[config.mk]
export PLATFORM = sky130hd
export DESIGN_NAME = acc8_core
export DESIGN_NICKNAME = d
export VERILOG_FILES = /design/src/rtl/acc8_pkg.sv /design/src/rtl/acc8_decode.sv /design/src/rtl/acc8_alu.sv /design/src/rtl/acc8_regbank.sv /design/src/rtl/acc8_core.sv
export SDC_FILE = /design/constraint.sdc
export NUM_CORES = 1
export LEC_CHECK = 0
export BUFFER_PORTS_ARGS = -buffer_cell sky130_fd_sc_hd__buf_2
export CORE_AREA = 2 2 186 151
export DETAILED_ROUTE_END_ITERATION = 7
export DIE_AREA = 0 0 188 153
export HOLD_SLACK_MARGIN = 0.05
export PLACE_DENSITY_LB_ADDON = 0.2
export SETUP_SLACK_MARGIN = 0.5
export SLEW_MARGIN = 20
export SYNTH_ARGS = -nofsm -noshare
export SYNTH_HDL_FRONTEND = slang
export SYNTH_SLANG_ARGS = --single-unit
[constraint.sdc]
create_clock -name clk -period 4.6 [get_ports clk]
set_clock_uncertainty 0.05 [all_clocks]
set_input_delay 0.46 -clock clk [delete_from_list [all_inputs] [get_ports clk]]
set_output_delay 0.46 -clock clk [all_outputs]
set_load 0.01 [all_outputs]
[src/rtl/acc8_pkg.sv]
package acc8_pkg;

    typedef enum logic [1:0] {
        ST_FETCH,
        ST_EXEC,
        ST_IDX_ADDR,
        ST_IDX_DATA
    } seq_state_e;

    typedef enum logic [2:0] {
        ALU_ADD,
        ALU_SUB,
        ALU_AND,
        ALU_OR,
        ALU_XOR,
        ALU_PASS,
        ALU_NOT
    } alu_fn_e;

    typedef enum logic [2:0] {
        CMP_EQ,
        CMP_LT,
        CMP_LE,
        CMP_GT,
        CMP_GE
    } cmp_fn_e;

    typedef enum logic [3:0] {
        K_NOP,
        K_LDA,
        K_STA,
        K_JMP,
        K_JT,
        K_JF,
        K_CALL,
        K_RET,
        K_RETI,
        K_ALU,
        K_CMP,
        K_MOV,
        K_CLR,
        K_LDX,
        K_STX
    } kind_e;

    typedef struct packed {
        kind_e   kind;
        alu_fn_e alu_fn;
        cmp_fn_e cmp_fn;
        logic    use_imm;
    } ctrl_t;

    // major opcodes
    localparam logic [3:0] OP_LDA  = 4'h0;
    localparam logic [3:0] OP_STA  = 4'h1;
    localparam logic [3:0] OP_JMP  = 4'h2;
    localparam logic [3:0] OP_JT   = 4'h3;
    localparam logic [3:0] OP_JF   = 4'h4;
    localparam logic [3:0] OP_CALL = 4'h5;
    localparam logic [3:0] OP_REG  = 4'h6;
    localparam logic [3:0] OP_IMM  = 4'h7;
    localparam logic [3:0] OP_SYS  = 4'h8;

    // register group
    localparam logic [3:0] XR_LDX = 4'h0;
    localparam logic [3:0] XR_STX = 4'h1;
    localparam logic [3:0] XR_ADD = 4'h2;
    localparam logic [3:0] XR_SUB = 4'h3;
    localparam logic [3:0] XR_AND = 4'h4;
    localparam logic [3:0] XR_OR  = 4'h5;
    localparam logic [3:0] XR_XOR = 4'h6;
    localparam logic [3:0] XR_EQ  = 4'h7;
    localparam logic [3:0] XR_LT  = 4'h8;
    localparam logic [3:0] XR_LE  = 4'h9;
    localparam logic [3:0] XR_GT  = 4'hA;
    localparam logic [3:0] XR_GE  = 4'hB;
    localparam logic [3:0] XR_MOV = 4'hC;
    localparam logic [3:0] XR_MVA = 4'hD;
    localparam logic [3:0] XR_NOT = 4'hE;
    localparam logic [3:0] XR_CLR = 4'hF;

    // immediate group
    localparam logic [3:0] XI_LCA = 4'h0;
    localparam logic [3:0] XI_ADD = 4'h1;
    localparam logic [3:0] XI_SUB = 4'h2;
    localparam logic [3:0] XI_AND = 4'h3;
    localparam logic [3:0] XI_OR  = 4'h4;
    localparam logic [3:0] XI_XOR = 4'h5;
    localparam logic [3:0] XI_EQ  = 4'h6;
    localparam logic [3:0] XI_LT  = 4'h7;
    localparam logic [3:0] XI_LE  = 4'h8;
    localparam logic [3:0] XI_GT  = 4'h9;
    localparam logic [3:0] XI_GE  = 4'hA;

    // system group
    localparam logic [3:0] XS_RET  = 4'h0;
    localparam logic [3:0] XS_RETI = 4'h1;

endpackage

[src/rtl/acc8_decode.sv]
module acc8_decode
    import acc8_pkg::*;
#(
    parameter int IW = 16
) (
    input  logic [IW-1:0] instr,
    output ctrl_t         ctrl
);

    localparam int OP_HI  = IW - 1;
    localparam int XOP_HI = IW - 5;

    logic [3:0] op;
    logic [3:0] xop;

    assign op  = instr[OP_HI -: 4];
    assign xop = instr[XOP_HI -: 4];

    always_comb begin
        ctrl.kind    = K_NOP;
        ctrl.alu_fn  = ALU_PASS;
        ctrl.cmp_fn  = CMP_EQ;
        ctrl.use_imm = 1'b0;
        case (op)
            OP_LDA:  ctrl.kind = K_LDA;
            OP_STA:  ctrl.kind = K_STA;
            OP_JMP:  ctrl.kind = K_JMP;
            OP_JT:   ctrl.kind = K_JT;
            OP_JF:   ctrl.kind = K_JF;
            OP_CALL: ctrl.kind = K_CALL;
            OP_REG: begin
                case (xop)
                    XR_LDX: ctrl.kind = K_LDX;
                    XR_STX: ctrl.kind = K_STX;
                    XR_ADD: begin ctrl.kind = K_ALU; ctrl.alu_fn = ALU_ADD; end
                    XR_SUB: begin ctrl.kind = K_ALU; ctrl.alu_fn = ALU_SUB; end
                    XR_AND: begin ctrl.kind = K_ALU; ctrl.alu_fn = ALU_AND; end
                    XR_OR:  begin ctrl.kind = K_ALU; ctrl.alu_fn = ALU_OR;  end
                    XR_XOR: begin ctrl.kind = K_ALU; ctrl.alu_fn = ALU_XOR; end
                    XR_EQ:  begin ctrl.kind = K_CMP; ctrl.cmp_fn = CMP_EQ;  end
                    XR_LT:  begin ctrl.kind = K_CMP; ctrl.cmp_fn = CMP_LT;  end
                    XR_LE:  begin ctrl.kind = K_CMP; ctrl.cmp_fn = CMP_LE;  end
                    XR_GT:  begin ctrl.kind = K_CMP; ctrl.cmp_fn = CMP_GT;  end
                    XR_GE:  begin ctrl.kind = K_CMP; ctrl.cmp_fn = CMP_GE;  end
                    XR_MOV: ctrl.kind = K_MOV;
                    XR_MVA: begin ctrl.kind = K_ALU; ctrl.alu_fn = ALU_PASS; end
                    XR_NOT: begin ctrl.kind = K_ALU; ctrl.alu_fn = ALU_NOT; end
                    XR_CLR: ctrl.kind = K_CLR;
                    default: ctrl.kind = K_NOP;
                endcase
            end
            OP_IMM: begin
                ctrl.use_imm = 1'b1;
                case (xop)
                    XI_LCA: begin ctrl.kind = K_ALU; ctrl.alu_fn = ALU_PASS; end
                    XI_ADD: begin ctrl.kind = K_ALU; ctrl.alu_fn = ALU_ADD; end
                    XI_SUB: begin ctrl.kind = K_ALU; ctrl.alu_fn = ALU_SUB; end
                    XI_AND: begin ctrl.kind = K_ALU; ctrl.alu_fn = ALU_AND; end
                    XI_OR:  begin ctrl.kind = K_ALU; ctrl.alu_fn = ALU_OR;  end
                    XI_XOR: begin ctrl.kind = K_ALU; ctrl.alu_fn = ALU_XOR; end
                    XI_EQ:  begin ctrl.kind = K_CMP; ctrl.cmp_fn = CMP_EQ;  end
                    XI_LT:  begin ctrl.kind = K_CMP; ctrl.cmp_fn = CMP_LT;  end
                    XI_LE:  begin ctrl.kind = K_CMP; ctrl.cmp_fn = CMP_LE;  end
                    XI_GT:  begin ctrl.kind = K_CMP; ctrl.cmp_fn = CMP_GT;  end
                    XI_GE:  begin ctrl.kind = K_CMP; ctrl.cmp_fn = CMP_GE;  end
                    default: ctrl.kind = K_NOP;
                endcase
            end
            OP_SYS: begin
                case (xop)
                    XS_RET:  ctrl.kind = K_RET;
                    XS_RETI: ctrl.kind = K_RETI;
                    default: ctrl.kind = K_NOP;
                endcase
            end
            default: ctrl.kind = K_NOP;
        endcase
    end

endmodule

[src/rtl/acc8_alu.sv]
module acc8_alu
    import acc8_pkg::*;
#(
    parameter int DW = 8
) (
    input  logic [DW-1:0] a,
    input  logic [DW-1:0] b,
    input  alu_fn_e       fn,
    input  cmp_fn_e       cfn,
    output logic [DW-1:0] y,
    output logic          flag
);

    logic a_eq_b;
    logic a_lt_b;

    assign a_eq_b = (a == b);
    assign a_lt_b = (a < b);

    always_comb begin
        unique case (fn)
            ALU_ADD:  y = a + b;
            ALU_SUB:  y = a - b;
            ALU_AND:  y = a & b;
            ALU_OR:   y = a | b;
            ALU_XOR:  y = a ^ b;
            ALU_PASS: y = b;
            ALU_NOT:  y = ~a;
            default:  y = b;
        endcase
    end

    always_comb begin
        unique case (cfn)
            CMP_EQ:  flag = a_eq_b;
            CMP_LT:  flag = a_lt_b;
            CMP_LE:  flag = a_lt_b | a_eq_b;
            CMP_GT:  flag = ~(a_lt_b | a_eq_b);
            CMP_GE:  flag = ~a_lt_b;
            default: flag = 1'b0;
        endcase
    end

endmodule

[src/rtl/acc8_regbank.sv]
module acc8_regbank #(
    parameter  int DW     = 8,
    parameter  int NREG   = 16,
    parameter  int BP_IDX = 11,
    localparam int RAW    = $clog2(NREG)
) (
    input  logic           clk,
    input  logic           rst,
    input  logic           we,
    input  logic [RAW-1:0] waddr,
    input  logic [DW-1:0]  wdata,
    input  logic [RAW-1:0] raddr,
    output logic [DW-1:0]  rdata,
    output logic [DW-1:0]  bp
);

    logic [DW-1:0] regs [NREG];

    always_ff @(posedge clk) begin
        if (rst) begin
            for (int i = 0; i < NREG; i++) begin
                regs[i] <= '0;
            end
        end else if (we) begin
            regs[waddr] <= wdata;
        end
    end

    assign rdata = regs[raddr];
    assign bp    = regs[BP_IDX];

endmodule

[src/rtl/acc8_core.sv]
module acc8_core
    import acc8_pkg::*;
#(
    parameter int DW       = 8,
    parameter int AW       = 12,
    parameter int IW       = 16,
    parameter int NREG     = 16,
    parameter int BP_IDX   = 11,
    parameter int BP_SHIFT = 4,
    parameter int IRQ_VEC  = 1
) (
    input  logic          clk,
    input  logic          rst,
    input  logic          irq,
    output logic [AW-1:0] pm_addr,
    input  logic [IW-1:0] pm_rdata,
    output logic [AW-1:0] dm_addr,
    output logic [DW-1:0] dm_wdata,
    output logic          dm_we,
    input  logic [DW-1:0] dm_rdata
);

    localparam int RAW = $clog2(NREG);
    localparam logic [AW-1:0] VEC = AW'(IRQ_VEC);

    seq_state_e    state;
    seq_state_e    state_nx;
    logic [AW-1:0] pc;
    logic [AW-1:0] pc_nx;
    logic [AW-1:0] ret_pc;
    logic [AW-1:0] int_ret;
    logic [AW-1:0] dar;
    logic [AW-1:0] ea;
    logic [DW-1:0] ac;
    logic          flag;
    logic          int_act;
    logic          ld_pend;
    logic [IW-1:0] ir_q;
    logic [IW-1:0] instr;
    ctrl_t         ctrl;

    logic [AW-1:0]  f_addr;
    logic [DW-1:0]  f_imm;
    logic [RAW-1:0] f_reg;

    logic [DW-1:0] rd_data;
    logic [DW-1:0] bp;
    logic [DW-1:0] operand;
    logic [DW-1:0] alu_y;
    logic          cmp_f;
    logic          rf_we;
    logic [DW-1:0] rf_wd;
    logic          boundary;
    logic          take_irq;

    // instruction source: live memory word in execute, latched word afterwards
    assign instr  = (state == ST_EXEC) ? pm_rdata : ir_q;
    assign f_addr = instr[AW-1:0];
    assign f_imm  = instr[DW-1:0];
    assign f_reg  = instr[RAW-1:0];

    acc8_decode #(.IW(IW)) u_decode (
        .instr (instr),
        .ctrl  (ctrl)
    );

    acc8_regbank #(.DW(DW), .NREG(NREG), .BP_IDX(BP_IDX)) u_regs (
        .clk   (clk),
        .rst   (rst),
        .we    (rf_we),
        .waddr (f_reg),
        .wdata (rf_wd),
        .raddr (f_reg),
        .rdata (rd_data),
        .bp    (bp)
    );

    assign operand = ctrl.use_imm ? f_imm : rd_data;

    acc8_alu #(.DW(DW)) u_alu (
        .a    (ac),
        .b    (operand),
        .fn   (ctrl.alu_fn),
        .cfn  (ctrl.cmp_fn),
        .y    (alu_y),
        .flag (cmp_f)
    );

    assign ea = (AW'(bp) << BP_SHIFT) + AW'(rd_data);

    assign rf_we = (state == ST_EXEC) && ((ctrl.kind == K_MOV) || (ctrl.kind == K_CLR));
    assign rf_wd = (ctrl.kind == K_MOV) ? ac : '0;

    assign boundary = ((state == ST_EXEC) && (ctrl.kind != K_LDX) && (ctrl.kind != K_STX))
                    || (state == ST_IDX_DATA);
    assign take_irq = boundary && irq && !int_act;

    // next program counter for the instruction being completed
    always_comb begin
        pc_nx = pc + AW'(1);
        if (state == ST_EXEC) begin
            case (ctrl.kind)
                K_JMP:   pc_nx = f_addr;
                K_CALL:  pc_nx = f_addr;
                K_JT:    if (flag)  pc_nx = f_addr;
                K_JF:    if (!flag) pc_nx = f_addr;
                K_RET:   pc_nx = ret_pc;
                K_RETI:  pc_nx = int_ret;
                default: pc_nx = pc + AW'(1);
            endcase
        end
    end

    // sequencer transitions
    always_comb begin
        unique case (state)
            ST_FETCH:    state_nx = ST_EXEC;
            ST_EXEC:     state_nx = ((ctrl.kind == K_LDX) || (ctrl.kind == K_STX))
                                    ? ST_IDX_ADDR : ST_FETCH;
            ST_IDX_ADDR: state_nx = ST_IDX_DATA;
            ST_IDX_DATA: state_nx = ST_FETCH;
            default:     state_nx = ST_FETCH;
        endcase
    end

    // state register
    always_ff @(posedge clk) begin
        if (rst) begin
            state <= ST_FETCH;
        end else begin
            state <= state_nx;
        end
    end

    // memory-side outputs
    always_comb begin
        pm_addr  = pc;
        dm_addr  = dar;
        dm_wdata = ac;
        dm_we    = 1'b0;
        unique case (state)
            ST_FETCH:    dm_addr = dar;
            ST_EXEC: begin
                if ((ctrl.kind == K_LDA) || (ctrl.kind == K_STA)) begin
                    dm_addr = f_addr;
                end
                dm_we = (ctrl.kind == K_STA);
            end
            ST_IDX_ADDR: dm_addr = dar;
            ST_IDX_DATA: dm_we = (ctrl.kind == K_STX);
            default:     dm_we = 1'b0;
        endcase
    end

    // architectural state
    always_ff @(posedge clk) begin
        if (rst) begin
            pc      <= '0;
            ac      <= '0;
            flag    <= 1'b0;
            ret_pc  <= '0;
            int_ret <= '0;
            int_act <= 1'b0;
            ld_pend <= 1'b0;
            dar     <= '0;
            ir_q    <= '0;
        end else begin
            unique case (state)
                ST_FETCH: begin
                    if (ld_pend) begin
                        ac      <= dm_rdata;
                        ld_pend <= 1'b0;
                    end
                end
                ST_EXEC: begin
                    ir_q <= pm_rdata;
                    dar  <= ea;
                    case (ctrl.kind)
                        K_ALU:   ac      <= alu_y;
                        K_CMP:   flag    <= cmp_f;
                        K_LDA:   ld_pend <= 1'b1;
                        K_CALL:  ret_pc  <= pc + AW'(1);
                        K_RETI:  int_act <= 1'b0;
                        default: ;
                    endcase
                end
                ST_IDX_ADDR: ;
                ST_IDX_DATA: begin
                    if (ctrl.kind == K_LDX) begin
                        ac <= dm_rdata;
                    end
                end
                default: ;
            endcase
            if (take_irq) begin
                pc      <= VEC;
                int_ret <= pc_nx;
                int_act <= 1'b1;
            end else if (boundary) begin
                pc <= pc_nx;
            end
        end
    end

endmodule

==> flow_metrics.tcl <==
set metrics [dict create \
    outcome "finished clean" \
    final_layout_size_suffix_gt1_share_pct 26.30 \
    syn_to_final_growth_pct 22.82 \
    grt_max_degree 63 \
    synth.distinct_cells 81 \
    crit_path_end_kind "register" \
    crit_cells 18 \
    placed_cells 1639 \
    htree_levels 1 \
    die_area_um2 28760 \
    insertion_delay_ps 550 \
    finalSetupTns_ps 0 \
    num_antenna_cells 0 \
    pin_count 60 \
    worstSetupPathType "reg -> reg" \
    comb_power_share_pct 21.2 \
    synth_ff_type "edfxtp_1" \
    synth_edf_count 128 \
    grt_first_pass_wirelength_mm 58.06 \
    internal_power_mw 3.746 \
    fmax_mhz 239.2 \
    numCtsBuffers 24 \
    min_path_type "in -> reg" \
    detail-route-antenna-nets 0 \
    worst_slew_pin_slew_ps 873.3 \
    peakVddDrop_mv 0.2771 \
    clk_path_buf_depth 3 \
    power.total_mw 5.259 \
    seq_area_frac_synth_pct 44.96 \
    hpwlAfterDp_mm 25.59 \
    cts_tree "yes" \
    critPathSlowestCell "or4_1" \
    p_leak_nw 5.344 \
    viasPerCell 5.956 \
    p_sw_mw 1.513 \
    wl_per_cell_um 21.82 \
    clkSinkCount 205 \
    grt_usage_pct 25.92 \
    cp.buffers_inverters 4 \
    first_iter_violations 1078 \
    slew_headroom_pct 41.53 \
    initial_core_util_pct 44.44 \
    dieWidth_um 188 \
    routed_wl_mm 37.81 \
    critPathMaxFanout 16 \
    drcViolationCount 0 \
    row_count 54 \
    clk_pin_slew_ps 70 \
    holdPathStages 3 \
    numPortBuffers 59 \
    grt-ovfl-total 0 \
    reg2reg_slack_ps 420 \
    fin_ws_ps 419.2 \
    swShare_pct 28.77 \
    grt_pass1_vias 9676 \
    slowest_delay_ps 470 \
    crit_arrival_ps 4540 \
    start_kind "register" \
    path_cells "nor2b_4 > buf_12 > mux2_4 > nor2_4 > a32oi_1 > nand3_1 > o21ai_1 > buf_4 > o21a_1 > inv_1 > ha_2 > inv_2 > o22ai_1 > or4_1 > nand4_1 > xnor2_1 > a221oi_1 > o31ai_1" \
    mostFrequentLayoutCells "nor2_1, edfxtp_1, nand2_1, buf_4, dfxtp_1" \
    final_common_cell "nor2_1" \
    ff2ff_path_depth 18 \
    maxSlewViolCount 0 \
    p_per_area_nw_per_um2 357.5 \
    async_flop_share_pct 0 \
    ys_ff_latch 205 \
    power_frac_clock_pct 39.6 \
    synth_nets 1299 \
    period_minus_slack_ps 4181 \
    vias 10320 \
    syn-cell-area_um2 11980 \
    syn_inst 1240 \
    place.gp.congestion 0.8979 \
    critical_path.top_delay_family "simple AND/OR/NAND/NOR gates" \
    dp_slack_ps 105.1 \
    first_pass_iters 5 \
    cts_root_buf "clkbuf_16" \
    cp.required_ps 4960 \
    cap_violations 0 \
    setup_viol 0 \
    finalCritPeriodShare_pct 90.89 \
    core_area_um2 26960 \
    antenna_found_initial 2 \
    yosysWarnings 0 \
    ctsHoldBuffers 0 \
    seqPwrFrac_pct 39.3 \
    die_y_um 153 \
    nNetsFinal 1410 \
    hold_viol_final 0 \
    grt_setup_unrepaired "true" \
    instances_no_fill 1733 \
    avgSynthCellArea_um2 9.660 \
]
[final cells by class]
type / instances / area (um^2)
well taps: 364 / 455.4
inverters: 33 / 126.4
clock buffers: 26 / 608.1
fillers: 2352 / 12250
clock inverters: 18 / 257.7
flip-flops and latches: 205 / 5388
multi-input cells: 920 / 6568
repair buffers: 167 / 1310
[flip-flops by register name (all words and copies together) (netlist names), named ones only]
register and flops:
flag 1, ret_pc 12, dm_wdata 8, int_act 1, ir_q 16, ld_pend 1
state 1, pm_addr 12, dar 12, u_regs.regs 128, int_ret 12
[final timing paths]
check,start,endpoint
max reg2reg,state[0]$_SDFF_PP0_,dm_wdata[7]$_SDFFE_PP0P_
min reg2reg,dar[2]$_SDFFE_PP0P_,dar[2]$_SDFFE_PP0P_
max,state[0]$_SDFF_PP0_,dm_wdata[7]$_SDFFE_PP0P_
min,pm_rdata[14],ir_q[14]$_SDFF_PP0_
[power by group through the flow]
stage / Combinational (mW) / Clock [mW] / Sequential (mW)
after global routing: 1.20 / 2.18 / 2.07
after floorplan: 0.627 / 0 / 2.08
final: 1.11 / 2.08 / 2.06
after CTS: 1.02 / 2.10 / 2.06
after global placement: 0.901 / 0 / 2.10
after detailed placement: 0.906 / 0 / 2.10
[through the flow]
step / utilization, % / hold slack (ps) / area (um^2)
after floorplan: - / 382.3 / 12120
after global placement: 48.03 / 392.1 / 12950
after detailed placement: 48.03 / 395.1 / 12950
after CTS: 53.27 / 144.5 / 14360
after global routing: 54.58 / 170.3 / 14710
final: 54.58 / 152.6 / 14710
[cells by family after synthesis]
| kind of cell | Yosys count | share of synthesized area [%] |
|---|---|---|
| flops | 205 | 44.96 |
| compound gates | 261 | 15.60 |
| buf+inv | 116 | 3.990 |
| mux | 86 | 9.035 |
| simple gates | 517 | 21.20 |
| xor+xnor | 23 | 1.682 |
| fa+ha+maj | 32 | 3.530 |
[routing by layer]
| layer | track usage [%] | wire, um | vias up |
|---|---|---|---|
| met3 | 4.592 | 3352 | 64 |
| met2 | 37.55 | 16140 | 459 |
| met1 | 39.52 | 17380 | 5021 |
| li1 | - | - | 4776 |
| met4 | 7.199 | 929 | 2 |
| met5 | 0 | 9 | - |
[worst register-to-register path, delay by kind of cell (launching register included)]
kind            cells  cell delay, ps
simple gates        5            1330
xor+xnor            1              80
compound gates      6             990
mux                 1             450
flops               1             320
buf+inv             4             540
fa+ha+maj           1             320
[synthesized netlist by cell type (8+ instances only)]
| cell type | n | area (um^2) |
|---|---|---|
| a211oi_1 | 21 | 157.7 |
| a21o_1 | 8 | 60.06 |
| a21oi_1 | 57 | 285.3 |
| a221oi_1 | 10 | 87.58 |
| a22oi_1 | 17 | 127.6 |
| and2_1 | 9 | 56.30 |
| buf_1 | 14 | 52.55 |
| clkbuf_1 | 58 | 217.7 |
| dfxtp_1 | 77 | 1541 |
| edfxtp_1 | 128 | 3844 |
| ha_1 | 29 | 362.9 |
| inv_1 | 33 | 123.9 |
| mux2_2 | 9 | 101.4 |
| mux2i_1 | 59 | 590.6 |
| mux4_2 | 16 | 360.4 |
| nand2_1 | 122 | 457.9 |
| nand2b_1 | 8 | 50.05 |
| nand3_1 | 30 | 150.1 |
| nand3_4 | 16 | 280.3 |
| nand4_1 | 11 | 68.82 |
| nor2_1 | 241 | 904.6 |
| nor2b_1 | 11 | 68.82 |
| nor3_1 | 24 | 120.1 |
| nor4_1 | 9 | 56.30 |
| o211ai_1 | 8 | 60.06 |
| o21ai_0 | 32 | 160.2 |
| o22ai_1 | 11 | 68.82 |
| o31ai_1 | 9 | 67.56 |
| xnor2_1 | 12 | 105.1 |
| xor2_1 | 11 | 96.34 |
[timing repair]
| item | 4_1_cts | 5_1_grt |
|---|---|---|
| resized for setup | 50 | 54 |
| gates cloned | 4 | 2 |
| pin swaps | 16 | 17 |
| setup buffers | 27 | 17 |
| endpoints found under the setup margin | 181 | 178 |
No activity file was read; power rests on OpenSTA's default activity.
